$ cat config.mk
export PLATFORM = sky130hd
export DESIGN_NAME = ssc_mod_gen
export DESIGN_NICKNAME = d
export VERILOG_FILES = /design/src/rtl/ssc_mod_pkg.sv /design/src/rtl/ssc_span_calc.sv /design/src/rtl/ssc_tri_gen.sv /design/src/rtl/ssc_frac_acc.sv /design/src/rtl/ssc_mod_gen.sv
export SDC_FILE = /design/constraint.sdc
export NUM_CORES = 1
export LEC_CHECK = 0
export BUFFER_PORTS_ARGS = -buffer_cell sky130_fd_sc_hd__buf_2
export CORE_MARGIN = 5
export CORE_UTILIZATION = 30
export DETAILED_ROUTE_END_ITERATION = 16
export GPL_ROUTABILITY_DRIVEN = 0
export PLACE_DENSITY = 0.5
export SYNTH_ARGS = -nofsm -noshare
export SYNTH_HDL_FRONTEND = slang
export SYNTH_SLANG_ARGS = --single-unit
$ cat constraint.sdc
create_clock -name clk_i -period 14.5 [get_ports clk_i]
set_clock_uncertainty 0.05 [all_clocks]
set_input_delay 2.9 -clock clk_i [delete_from_list [all_inputs] [get_ports clk_i]]
set_output_delay 2.9 -clock clk_i [all_outputs]
set_load 0.03 [all_outputs]
$ cat src/rtl/ssc_mod_pkg.sv
package ssc_mod_pkg;
  localparam int UNIT_W   = 6;
  localparam int SCALE_SH = 11;

  typedef enum logic {
    SPREAD_CENTER = 1'b0,
    SPREAD_DOWN   = 1'b1
  } spread_mode_e;

  // peak-to-peak span in 2^-11 of nominal
  function automatic logic [UNIT_W-1:0] amt_units(input logic [2:0] code);
    logic [UNIT_W-1:0] u;
    case (code)
      3'd0:    u = UNIT_W'(4);
      3'd1:    u = UNIT_W'(10);
      3'd2:    u = UNIT_W'(16);
      3'd3:    u = UNIT_W'(20);
      3'd4:    u = UNIT_W'(31);
      3'd5:    u = UNIT_W'(41);
      3'd6:    u = UNIT_W'(61);
      default: u = '0;
    endcase
    return u;
  endfunction
endpackage

$ cat src/rtl/ssc_span_calc.sv
module ssc_span_calc
  import ssc_mod_pkg::*;
#(
  parameter int NOM_W  = 16,
  parameter int RATE_W = 4,
  parameter int SPAN_W = NOM_W + UNIT_W - SCALE_SH
) (
  input  logic [NOM_W-1:0]  nom_i,
  input  logic [2:0]        amt_i,
  input  logic [RATE_W-1:0] rate_i,
  output logic [SPAN_W-1:0] step_o,
  output logic [RATE_W-1:0] hlog_o
);
  localparam int PROD_W = NOM_W + UNIT_W;

  logic [PROD_W-1:0] prod;
  logic [SPAN_W-1:0] span;

  always_comb begin
    prod   = PROD_W'(nom_i) * PROD_W'(amt_units(amt_i));
    span   = prod[PROD_W-1:SCALE_SH];
    hlog_o = (rate_i == '0) ? RATE_W'(1) : rate_i;
    step_o = span >> hlog_o;
  end
endmodule

$ cat src/rtl/ssc_tri_gen.sv
module ssc_tri_gen
  import ssc_mod_pkg::*;
#(
  parameter int NOM_W  = 16,
  parameter int RATE_W = 4,
  parameter int SPAN_W = 11
) (
  input  logic              clk_i,
  input  logic              rst_ni,
  input  logic [SPAN_W-1:0] step_i,
  input  logic [RATE_W-1:0] hlog_i,
  input  spread_mode_e      mode_i,
  input  logic [NOM_W-1:0]  nom_i,
  output logic [SPAN_W-1:0] pos_o,
  output logic [SPAN_W-1:0] step_o,
  output logic [RATE_W-1:0] hlog_o,
  output spread_mode_e      mode_o,
  output logic [NOM_W-1:0]  nom_o,
  output logic              dir_o,
  output logic              load_o
);
  localparam int CNT_W = 1 << RATE_W;

  logic             run_q;
  logic [CNT_W-1:0] cnt_q;
  logic [CNT_W-1:0] hmax;

  assign hmax   = (CNT_W'(1) << hlog_o) - CNT_W'(1);
  // period boundary: last falling step, or first cycle out of reset
  assign load_o = !run_q || (dir_o && cnt_q == hmax);

  always_ff @(posedge clk_i or negedge rst_ni) begin
    if (!rst_ni) begin
      run_q  <= 1'b0;
      cnt_q  <= '0;
      pos_o  <= '0;
      dir_o  <= 1'b0;
      step_o <= '0;
      hlog_o <= RATE_W'(1);
      mode_o <= SPREAD_CENTER;
      nom_o  <= '0;
    end else if (load_o) begin
      run_q  <= 1'b1;
      cnt_q  <= '0;
      pos_o  <= '0;
      dir_o  <= 1'b0;
      step_o <= step_i;
      hlog_o <= hlog_i;
      mode_o <= mode_i;
      nom_o  <= nom_i;
    end else if (!dir_o) begin
      pos_o <= pos_o + step_o;
      if (cnt_q == hmax) begin
        cnt_q <= '0;
        dir_o <= 1'b1;
      end else begin
        cnt_q <= cnt_q + CNT_W'(1);
      end
    end else begin
      pos_o <= pos_o - step_o;
      cnt_q <= cnt_q + CNT_W'(1);
    end
  end
endmodule

$ cat src/rtl/ssc_frac_acc.sv
module ssc_frac_acc #(
  parameter int DIV_W  = 8,
  parameter int FRAC_W = 8
) (
  input  logic                    clk_i,
  input  logic                    rst_ni,
  input  logic                    bypass_i,
  input  logic [DIV_W+FRAC_W-1:0] word_i,
  output logic [DIV_W-1:0]        int_o
);
  localparam int NOM_W = DIV_W + FRAC_W;

  logic [FRAC_W-1:0] acc_q;
  logic [FRAC_W:0]   sum;

  assign sum = {1'b0, acc_q} + {1'b0, word_i[FRAC_W-1:0]};

  always_ff @(posedge clk_i or negedge rst_ni) begin
    if (!rst_ni) begin
      acc_q <= '0;
      int_o <= '0;
    end else if (bypass_i) begin
      acc_q <= '0;
      int_o <= '0;
    end else begin
      acc_q <= sum[FRAC_W-1:0];
      int_o <= word_i[NOM_W-1:FRAC_W] + DIV_W'(sum[FRAC_W]);
    end
  end
endmodule

$ cat src/rtl/ssc_mod_gen.sv
module ssc_mod_gen
  import ssc_mod_pkg::*;
#(
  parameter int DIV_W  = 8,
  parameter int FRAC_W = 8,
  parameter int RATE_W = 4
) (
  input  logic                    clk_i,
  input  logic                    rst_ni,
  input  logic                    bypass_i,
  input  logic                    mode_i,
  input  logic [2:0]              amt_i,
  input  logic [RATE_W-1:0]       rate_i,
  input  logic [DIV_W+FRAC_W-1:0] nom_i,
  output logic [DIV_W+FRAC_W-1:0] nom_div_o,
  output logic [DIV_W+FRAC_W-1:0] ssc_div_o,
  output logic [DIV_W-1:0]        ssc_int_o
);
  localparam int NOM_W  = DIV_W + FRAC_W;
  localparam int SPAN_W = NOM_W + UNIT_W - SCALE_SH;
  localparam int OFF_W  = NOM_W + 2;

  logic [SPAN_W-1:0] step_w;
  logic [RATE_W-1:0] hlog_w;
  logic [SPAN_W-1:0] tri_pos, tri_step;
  logic [RATE_W-1:0] tri_hlog;
  spread_mode_e      tri_mode;
  logic [NOM_W-1:0]  tri_nom;
  logic              tri_dir, tri_load;

  logic [SPAN_W-1:0]       half_u;
  logic signed [OFF_W-1:0] pos_s, half_s, off_s;
  logic [NOM_W-1:0]        ssc_next;

  ssc_span_calc #(.NOM_W(NOM_W), .RATE_W(RATE_W), .SPAN_W(SPAN_W)) i_span (
    .nom_i  (nom_i),
    .amt_i  (amt_i),
    .rate_i (rate_i),
    .step_o (step_w),
    .hlog_o (hlog_w)
  );

  ssc_tri_gen #(.NOM_W(NOM_W), .RATE_W(RATE_W), .SPAN_W(SPAN_W)) i_tri (
    .clk_i  (clk_i),
    .rst_ni (rst_ni),
    .step_i (step_w),
    .hlog_i (hlog_w),
    .mode_i (spread_mode_e'(mode_i)),
    .nom_i  (nom_i),
    .pos_o  (tri_pos),
    .step_o (tri_step),
    .hlog_o (tri_hlog),
    .mode_o (tri_mode),
    .nom_o  (tri_nom),
    .dir_o  (tri_dir),
    .load_o (tri_load)
  );

  // down: 0 .. -peak ; center: -peak/2 .. +peak/2
  always_comb begin
    half_u   = tri_step << (tri_hlog - RATE_W'(1));
    pos_s    = signed'({{(OFF_W-SPAN_W){1'b0}}, tri_pos});
    half_s   = signed'({{(OFF_W-SPAN_W){1'b0}}, half_u});
    off_s    = (tri_mode == SPREAD_DOWN) ? -pos_s : (pos_s - half_s);
    ssc_next = NOM_W'(signed'({2'b00, tri_nom}) + off_s);
  end

  always_ff @(posedge clk_i or negedge rst_ni) begin
    if (!rst_ni) begin
      nom_div_o <= '0;
      ssc_div_o <= '0;
    end else begin
      nom_div_o <= nom_i;
      ssc_div_o <= bypass_i ? '0 : ssc_next;
    end
  end

  ssc_frac_acc #(.DIV_W(DIV_W), .FRAC_W(FRAC_W)) i_frac (
    .clk_i    (clk_i),
    .rst_ni   (rst_ni),
    .bypass_i (bypass_i),
    .word_i   (ssc_div_o),
    .int_o    (ssc_int_o)
  );
endmodule

==> summary.txt, run 1 <==
Place
  – Placed Area: 0.0112 sq mm
  – Post-DP HPWL: just over 20000 um
  – Number of port buffers: 66

Global route
  – First-pass GRT wire length: about 45000 um
  – Pin count of the biggest net entering global routing: 75
  – Initial antenna violation count: 1
  – Gr usage total: 0.139
  – Gr ovfl total: 0
  – Vias in the first global route: 8460

Synth
  – Syn nets: 1393
  – Netlist Area Pre-Place: 0.0105 sq mm
  – Synth Warn #: 0
  – Largest cells by area after synthesis: dfrtp_1 26%, fa_1 11%, ha_1 9.8%
  – Top_reg_cell synth: dfrtp_1
  – Cell taking the most area after synthesis: dfrtp_1
  – Syn_area_per_cell: 8.54 sq um
  – Register area share after synthesis: 0.261
  – Async set-reset flop share out of synthesis: 1.00
  – Post-synth EDFFs: 0
  – Syn Inst Count: 1224
  – #FFs+latches synth: between 100 and 150
  – Count leader, synth: nand2_1
  – Commonest cells in the netlist: 135 x nand2_1, 110 x inv_1, 108 x dfrtp_1, 99 x nor2_1, 82 x ha_1
  – Synth top area share: 0.259
  – Netlist cell types: 71

Detailed routing
  – Post-DRT Antenna Nets: 0
  – Initial DRC count: 448
  – Drt via density: 4.92
  – Total Routed Length: 26300 um
  – Drt wl/cell: 15.3 um
  – DRC viols: 0
  – Via count: between 8k and 9k
  – Pre-Repair DR Iteration Count: 4

Min path
  – Hold Startpoint: i_tri.nom_o[4]
  – Min-delay worst type: reg -> reg
  – Sink of the worst hold path: i_tri.nom_o[4]
  – Hold-critical path depth: 2

Critical path
  – Max stage delay on crit path: 860 ps
  – CP max-delay cell: o21ai_1
  – Worst r2r src: i_tri.hlog_o[0]
  – Data arrival, critical path: a little under 9000 ps
  – Reg2reg path depth: 25
  – Cells along the critical path: buf_2, o21ai_1, and2_1, fa_1, fa_1, inv_1, fa_1, inv_1, ha_1, nand3_1, nor4_1, o21ai_1, nand3_1, a2bb2oi_1, xor2_1, o311ai_0, nor2_1, a211o_1
  – Buf+Inv Stages, Crit Path: 3
  – CP required: 14710 ps
  – R2r setup slk: 8480 ps
  – Reg-to-reg endpoint: ssc_div_o[15]
  – Family with the most delay on the worst path: compound AO/OA/AOI/OAI gates
  – Most common cell on crit path: fa_1
  – Crit Path Category: in -> reg
  – CP Max Fanout: 20
  – Crit. End Element: register
  – CP Launch Type: input pin

Cells and area
  – Layout cells sized above 1: 0.0913
  – Fillers: 3612
  – Nets@finish: 1424
  – Core Util, Final: 0.333
  – Post-route cell area: about 0.011 sq mm
  – Layout area overhead: 9.94%
  – Antenna cells: 0

Clock tree
  – Postcts setup bufs: 0
  – Worst skew pair latency: 360 ps
  – Clock root cell: clkbuf_16
  – PostCTS Resize Cnt: 0
  – # H-tree levels: 3
  – Hold buffers post-CTS: 0
  – Clock Pin Slew Worst Setup and Hold Paths: 80 ps
  – CTS Buf Count: 9
  – Clock net sink count: around 110
  – CTS tree: built
  – Clock buffer depth: 2

Flow run
  – Max_cap viols: 0

STA
  – Tmin final: 8480 ps
  – Worst-Margin Slew: ~1100 ps
  – Final-report max-slew violation count: 0
  – Final Hold Fails: 0
  – RSZ-0062 raised after global routing: false
  – Final period util: 0.585
  – Relative slew slack: 0.285
  – Final TNS setup: 0 ps
  – Final Setup Violations: 0
  – Fmax: 118 MHz

Power and ir drop
  – Leakage power: between 5 and 6 nW
  – P per Cell Area: 161 mW/mm^2
  – VDD IR max: between 0.00008 and 0.00009 V

Floorplan
  – CORE AREA: 0.0345 sq mm
  – Initial Util: 0.303
  – Die area: approximately 0.039 sq mm
  – Number of cell rows: 68
  – Die W: 197 um
  – Chip height: 197 um
  – I/O pin count: 67

Outcome
  – Outcome: finished clean
[tightest hold or removal path, stage by stage, from the launching register on]
cell and delay, ps:
dfrtp_1 350, nand2_1 50, nand2_1 50
[metrics by stage]
step	instances	hold WS [ps]	worst slack, ps	total power, mW
floorplan	1224	395	6650	1.34
global route	1715	474	5560	2.06
CTS	1715	438	5970	1.88
detailed placement	1699	415	5560	1.60
finish	1715	428	6020	1.85
global placement	1699	412	5790	1.60
[cells in the final DEF, fill, tap and decap left out, types with 6 or more instances in the layout]
master       n
a211oi_1     7
a21boi_0     9
a21o_1      22
a21oi_1     54
a31oi_1      9
and2_1      72
and3_1      25
buf_2       65
buf_4        7
clkbuf_16    9
dfrtp_1    108
fa_1        60
ha_1        82
inv_1      110
mux2_2       8
mux2i_1      7
nand2_1    135
nand2b_1    16
nand3_1     32
nand4_1      8
nor2_1      99
nor2b_1     21
nor3_1      33
nor3b_1      7
nor4_1       7
o211ai_1     8
o21ai_0     52
o21bai_1     7
o31ai_1      6
or3_1        7
xnor2_1     57
xor2_1      30
[where the power goes]
part | switching, mW | total, mW | leakage (nW) | internal (mW)
Clock | 0.134 | 0.259 | 0.152 | 0.125
Sequential | 0.0649 | 0.429 | 1.40 | 0.364
Combinational | 0.671 | 1.17 | 3.93 | 0.495
Total | 0.870 | 1.85 | 5.48 | 0.985
[metal layers]
layer	track usage	vias up	share of wire	wire length [um]
met4	0.0403	0	0.017	435
met1	0.202	4108	0.50	13200
met2	0.222	114	0.46	12100
met3	0.0140	24	0.023	593
met5	0	-	0	0
li1	-	4195	-	-
[how the worst max path moves through the flow]
stage               startpoint               to  slack, ps  depth (start not counted)
CTS                   amt_i[2]  i_tri.step_o[0]       5970                         18
floorplan             amt_i[0]  i_tri.step_o[1]       6650                         20
global placement      amt_i[2]  i_tri.step_o[0]       5790                         18
finish                amt_i[2]  i_tri.step_o[0]       6020                         18
detailed placement    amt_i[2]  i_tri.step_o[0]       5560                         18
global route          amt_i[2]  i_tri.step_o[0]       5560                         18
[area by class of cell]
type	count	area (sq um)	share of cell area
multi-input combinational	951	7080	0.617
timing repair buffer	72	378	0.0329
tap	455	569	0.0495
clock inverter	7	83.8	0.00730
inverter	112	420	0.0366
sequential	109	2730	0.238
clock buffer	9	225	0.0196
[registers in the layout, indices dropped and copies added (netlist names)]
register,count
i_tri.cnt_q,16
i_tri.nom_o,16
nom_div_o,16
ssc_div_o,16
i_tri.pos_o,11
i_tri.step_o,11
i_frac.acc_q,8
i_frac.int_o,8
i_tri.hlog_o,4
i_tri.dir_o,1
i_tri.mode_o,1
i_tri.run_q,1
[cells by family after synthesis]
group           synth area share
simple gates               0.228
other cells             0.000359
flops                      0.261
fa+ha+maj                  0.213
mux                       0.0261
buf+inv                   0.0611
compound gates             0.137
xor+xnor                  0.0729
No activity file was read; power rests on OpenSTA's default activity.
==> run 2: changes to the inputs <==
--- a/config.mk
+++ b/config.mk
@@ -10,7 +10,7 @@
 export CORE_UTILIZATION = 30
 export DETAILED_ROUTE_END_ITERATION = 16
 export GPL_ROUTABILITY_DRIVEN = 0
-export PLACE_DENSITY = 0.5
+export PLACE_DENSITY = 0.52
 export SYNTH_ARGS = -nofsm -noshare
 export SYNTH_HDL_FRONTEND = slang
 export SYNTH_SLANG_ARGS = --single-unit
==> constraint.sdc (replaced) <==
create_clock -name clk_i -period 7.44 [get_ports clk_i]
set_clock_uncertainty 0.05 [all_clocks]
set_input_delay 1.488 -clock clk_i [delete_from_list [all_inputs] [get_ports clk_i]]
set_output_delay 1.488 -clock clk_i [all_outputs]
set_load 0.03 [all_outputs]
==> summary.txt, run 2 (same netlist as run 1, synthesis figures left out) <==
Outcome
  – Outcome: finished clean

Clock tree
  – PostCTS Resize Cnt: 0 (unchanged)
  – Clock buffer depth: 2 (unchanged)
  – Postcts setup bufs: 0 (unchanged)
  – Clock net sink count: 109 (unchanged)
  – # H-tree levels: 3 (unchanged)
  – Clock root cell: clkbuf_16
  – Hold buffers post-CTS: 0 (unchanged)
  – Worst skew pair latency: 370 ps (about the same)
  – CTS tree: built
  – CTS Buf Count: 9 (unchanged)
  – Clock Pin Slew Worst Setup and Hold Paths: 90 ps (about the same)

Critical path
  – Reg-to-reg endpoint: ssc_div_o[15]
  – R2r setup slk: 1500 ps (-6980 ps)
  – Worst r2r src: i_tri.hlog_o[0]
  – CP Launch Type: input pin
  – CP required: 7690 ps (-7020 ps)
  – CP Max Fanout: 8 (-60%)
  – Data arrival, critical path: 7010 ps (-1680 ps)
  – Reg2reg path depth: 25 (unchanged)
  – Crit Path Category: in -> reg
  – Crit. End Element: register

Floorplan
  – Chip height: 197 um (unchanged)
  – I/O pin count: 67 (unchanged)
  – Die W: 197 um (unchanged)
  – Number of cell rows: 68 (unchanged)
  – Initial Util: 0.303 (unchanged)
  – Die area: 0.0387 sq mm (unchanged)
  – CORE AREA: 0.0345 sq mm (unchanged)

Cells and area
  – Layout area overhead: 10.3%
  – Multi-input logic area: 0.00709 sq mm (+0.11%)
  – Antenna cells: 0 (unchanged)
  – Layout cells sized above 1: 0.0942 (+0.00295)
  – Most common cell after layout, fill and taps aside: nand2_1
  – Most frequent cells in the layout: 135 x nand2_1, 110 x inv_1, 108 x dfrtp_1
  – FF+latch area: 0.00273 sq mm (unchanged)
  – Fillers: 3638 (+0.72%)
  – Nets@finish: 1427 (+0.21%)

STA
  – Relative slew slack: 0.277 (-0.00823)
  – Final Setup Violations: 0 (unchanged)
  – Final period util: 0.908
  – Final-report max-slew violation count: 0 (unchanged)
  – Final TNS setup: 0 ps (unchanged)
  – Fmax: 148 MHz
  – RSZ-0062 raised after global routing: false
  – Tmin final: 6750 ps
  – WHS: 438 ps (+9.88 ps)
  – Worst-Margin Slew: 1070 ps (+9.59 ps)
  – Final Hold Fails: 0 (unchanged)

Detailed routing
  – Initial DRC count: 452 (+0.89%)
  – Drt via density: 4.96 (+0.72%)
  – Drt wl/cell: 15.1 um (-1.5%)
  – Pre-Repair DR Iteration Count: 5 (+1)
  – Total Routed Length: 26000 um (-1.3%)
  – Via count: 8517 (+0.90%)
  – DRC viols: 0 (unchanged)
  – Post-DRT Antenna Nets: 0 (unchanged)

Power and ir drop
  – Leakage power: 5.50 nW (+0.41%)
  – VDD IR max: 0.000146 V (+64%)
  – P per Cell Area: 313 mW/mm^2 (+94%)

Global route
  – Busiest grt layer: met2
  – M2 GR Usage: 0.227 (+0.00434)
  – Pin count of the biggest net entering global routing: 76 (+1.3%)
  – Met3 usage: 0.0250 (+0.0109)
  – First-pass GRT wire length: 44500 um (-0.40%)
  – Gr usage total: 0.138 (-0.00102)
  – Vias in the first global route: 8694 (+2.8%)
  – Gr ovfl total: 0 (unchanged)
  – Initial antenna violation count: 1 (unchanged)
  – GR Layer Usage met1: 0.191 (-0.0108)

Place
  – Number of port buffers: 66 (unchanged)
  – Post-DP HPWL: 20200 um (-0.35%)

Min path
  – Hold Startpoint: i_tri.nom_o[13]
  – Hold-critical path depth: 2 (unchanged)
  – Min-delay worst type: reg -> reg
  – Sink of the worst hold path: i_tri.nom_o[13]

Flow run
  – Max_cap viols: 0 (unchanged)
## run 2: routing by layer
| layer | wire length (um) | part of all wire |
|---|---|---|
| met1 | 12500 | 0.48 |
| met2 | 12100 | 0.47 |
| met3 | 947 | 0.036 |
| met4 | 382 | 0.015 |
| met5 | 20 | 0.00077 |
## run 2: worst max path at each step
| stage | to | start | slack (ps) | depth (start not counted) |
|---|---|---|---|---|
| after CTS | i_tri.step_o[0] | amt_i[1] | 490 | 19 |
| final | i_tri.step_o[0] | amt_i[0] | 690 | 18 |
| after floorplan | i_tri.step_o[1] | amt_i[0] | 1000 | 20 |
| after global placement | i_tri.step_o[0] | amt_i[1] | 340 | 20 |
| after global routing | i_tri.step_o[0] | amt_i[0] | 190 | 18 |
| after detailed placement | i_tri.step_o[0] | amt_i[1] | 130 | 19 |
## run 2: final cells by class
type | count | area share
Multi-Input combinational cell | 951 | 0.615
Sequential cell | 109 | 0.237
Tap cell | 455 | 0.0494
Inverter | 112 | 0.0365
Timing Repair Buffer | 75 | 0.0347
Clock buffer | 9 | 0.0195
Clock inverter | 7 | 0.00792
## run 2: critical path, cell delays in order
cell	delay (ps)
buf_2	170
xor2_1	570
and2_1	330
nand2_1	110
fa_1	520
fa_1	540
inv_1	60
fa_1	470
ha_1	320
a21oi_1	150
o211ai_1	130
o21ai_1	410
a21oi_1	230
o21ai_0	390
a31oi_1	150
a221o_1	380
a2111oi_2	430
a211o_1	150
## run 2: report_power, final
part	internal (mW)	switching, mW	total [mW]
logic	0.962	1.30	2.27
clock network	0.246	0.261	0.507
registers	0.709	0.126	0.835
## run 2: stage by stage
step / std cells / power, mW / cell area (sq um) / worst slack (ps) / util
after floorplan: 1224 / 2.61 / 10500 / 1000 / -
after global placement: 1702 / 3.11 / 11200 / 340 / 0.325
after detailed placement: 1702 / 3.11 / 11200 / 127 / 0.325
after CTS: 1718 / 3.64 / 11500 / 486 / 0.334
after global routing: 1718 / 4.00 / 11500 / 194 / 0.335
final: 1718 / 3.61 / 11500 / 686 / 0.335
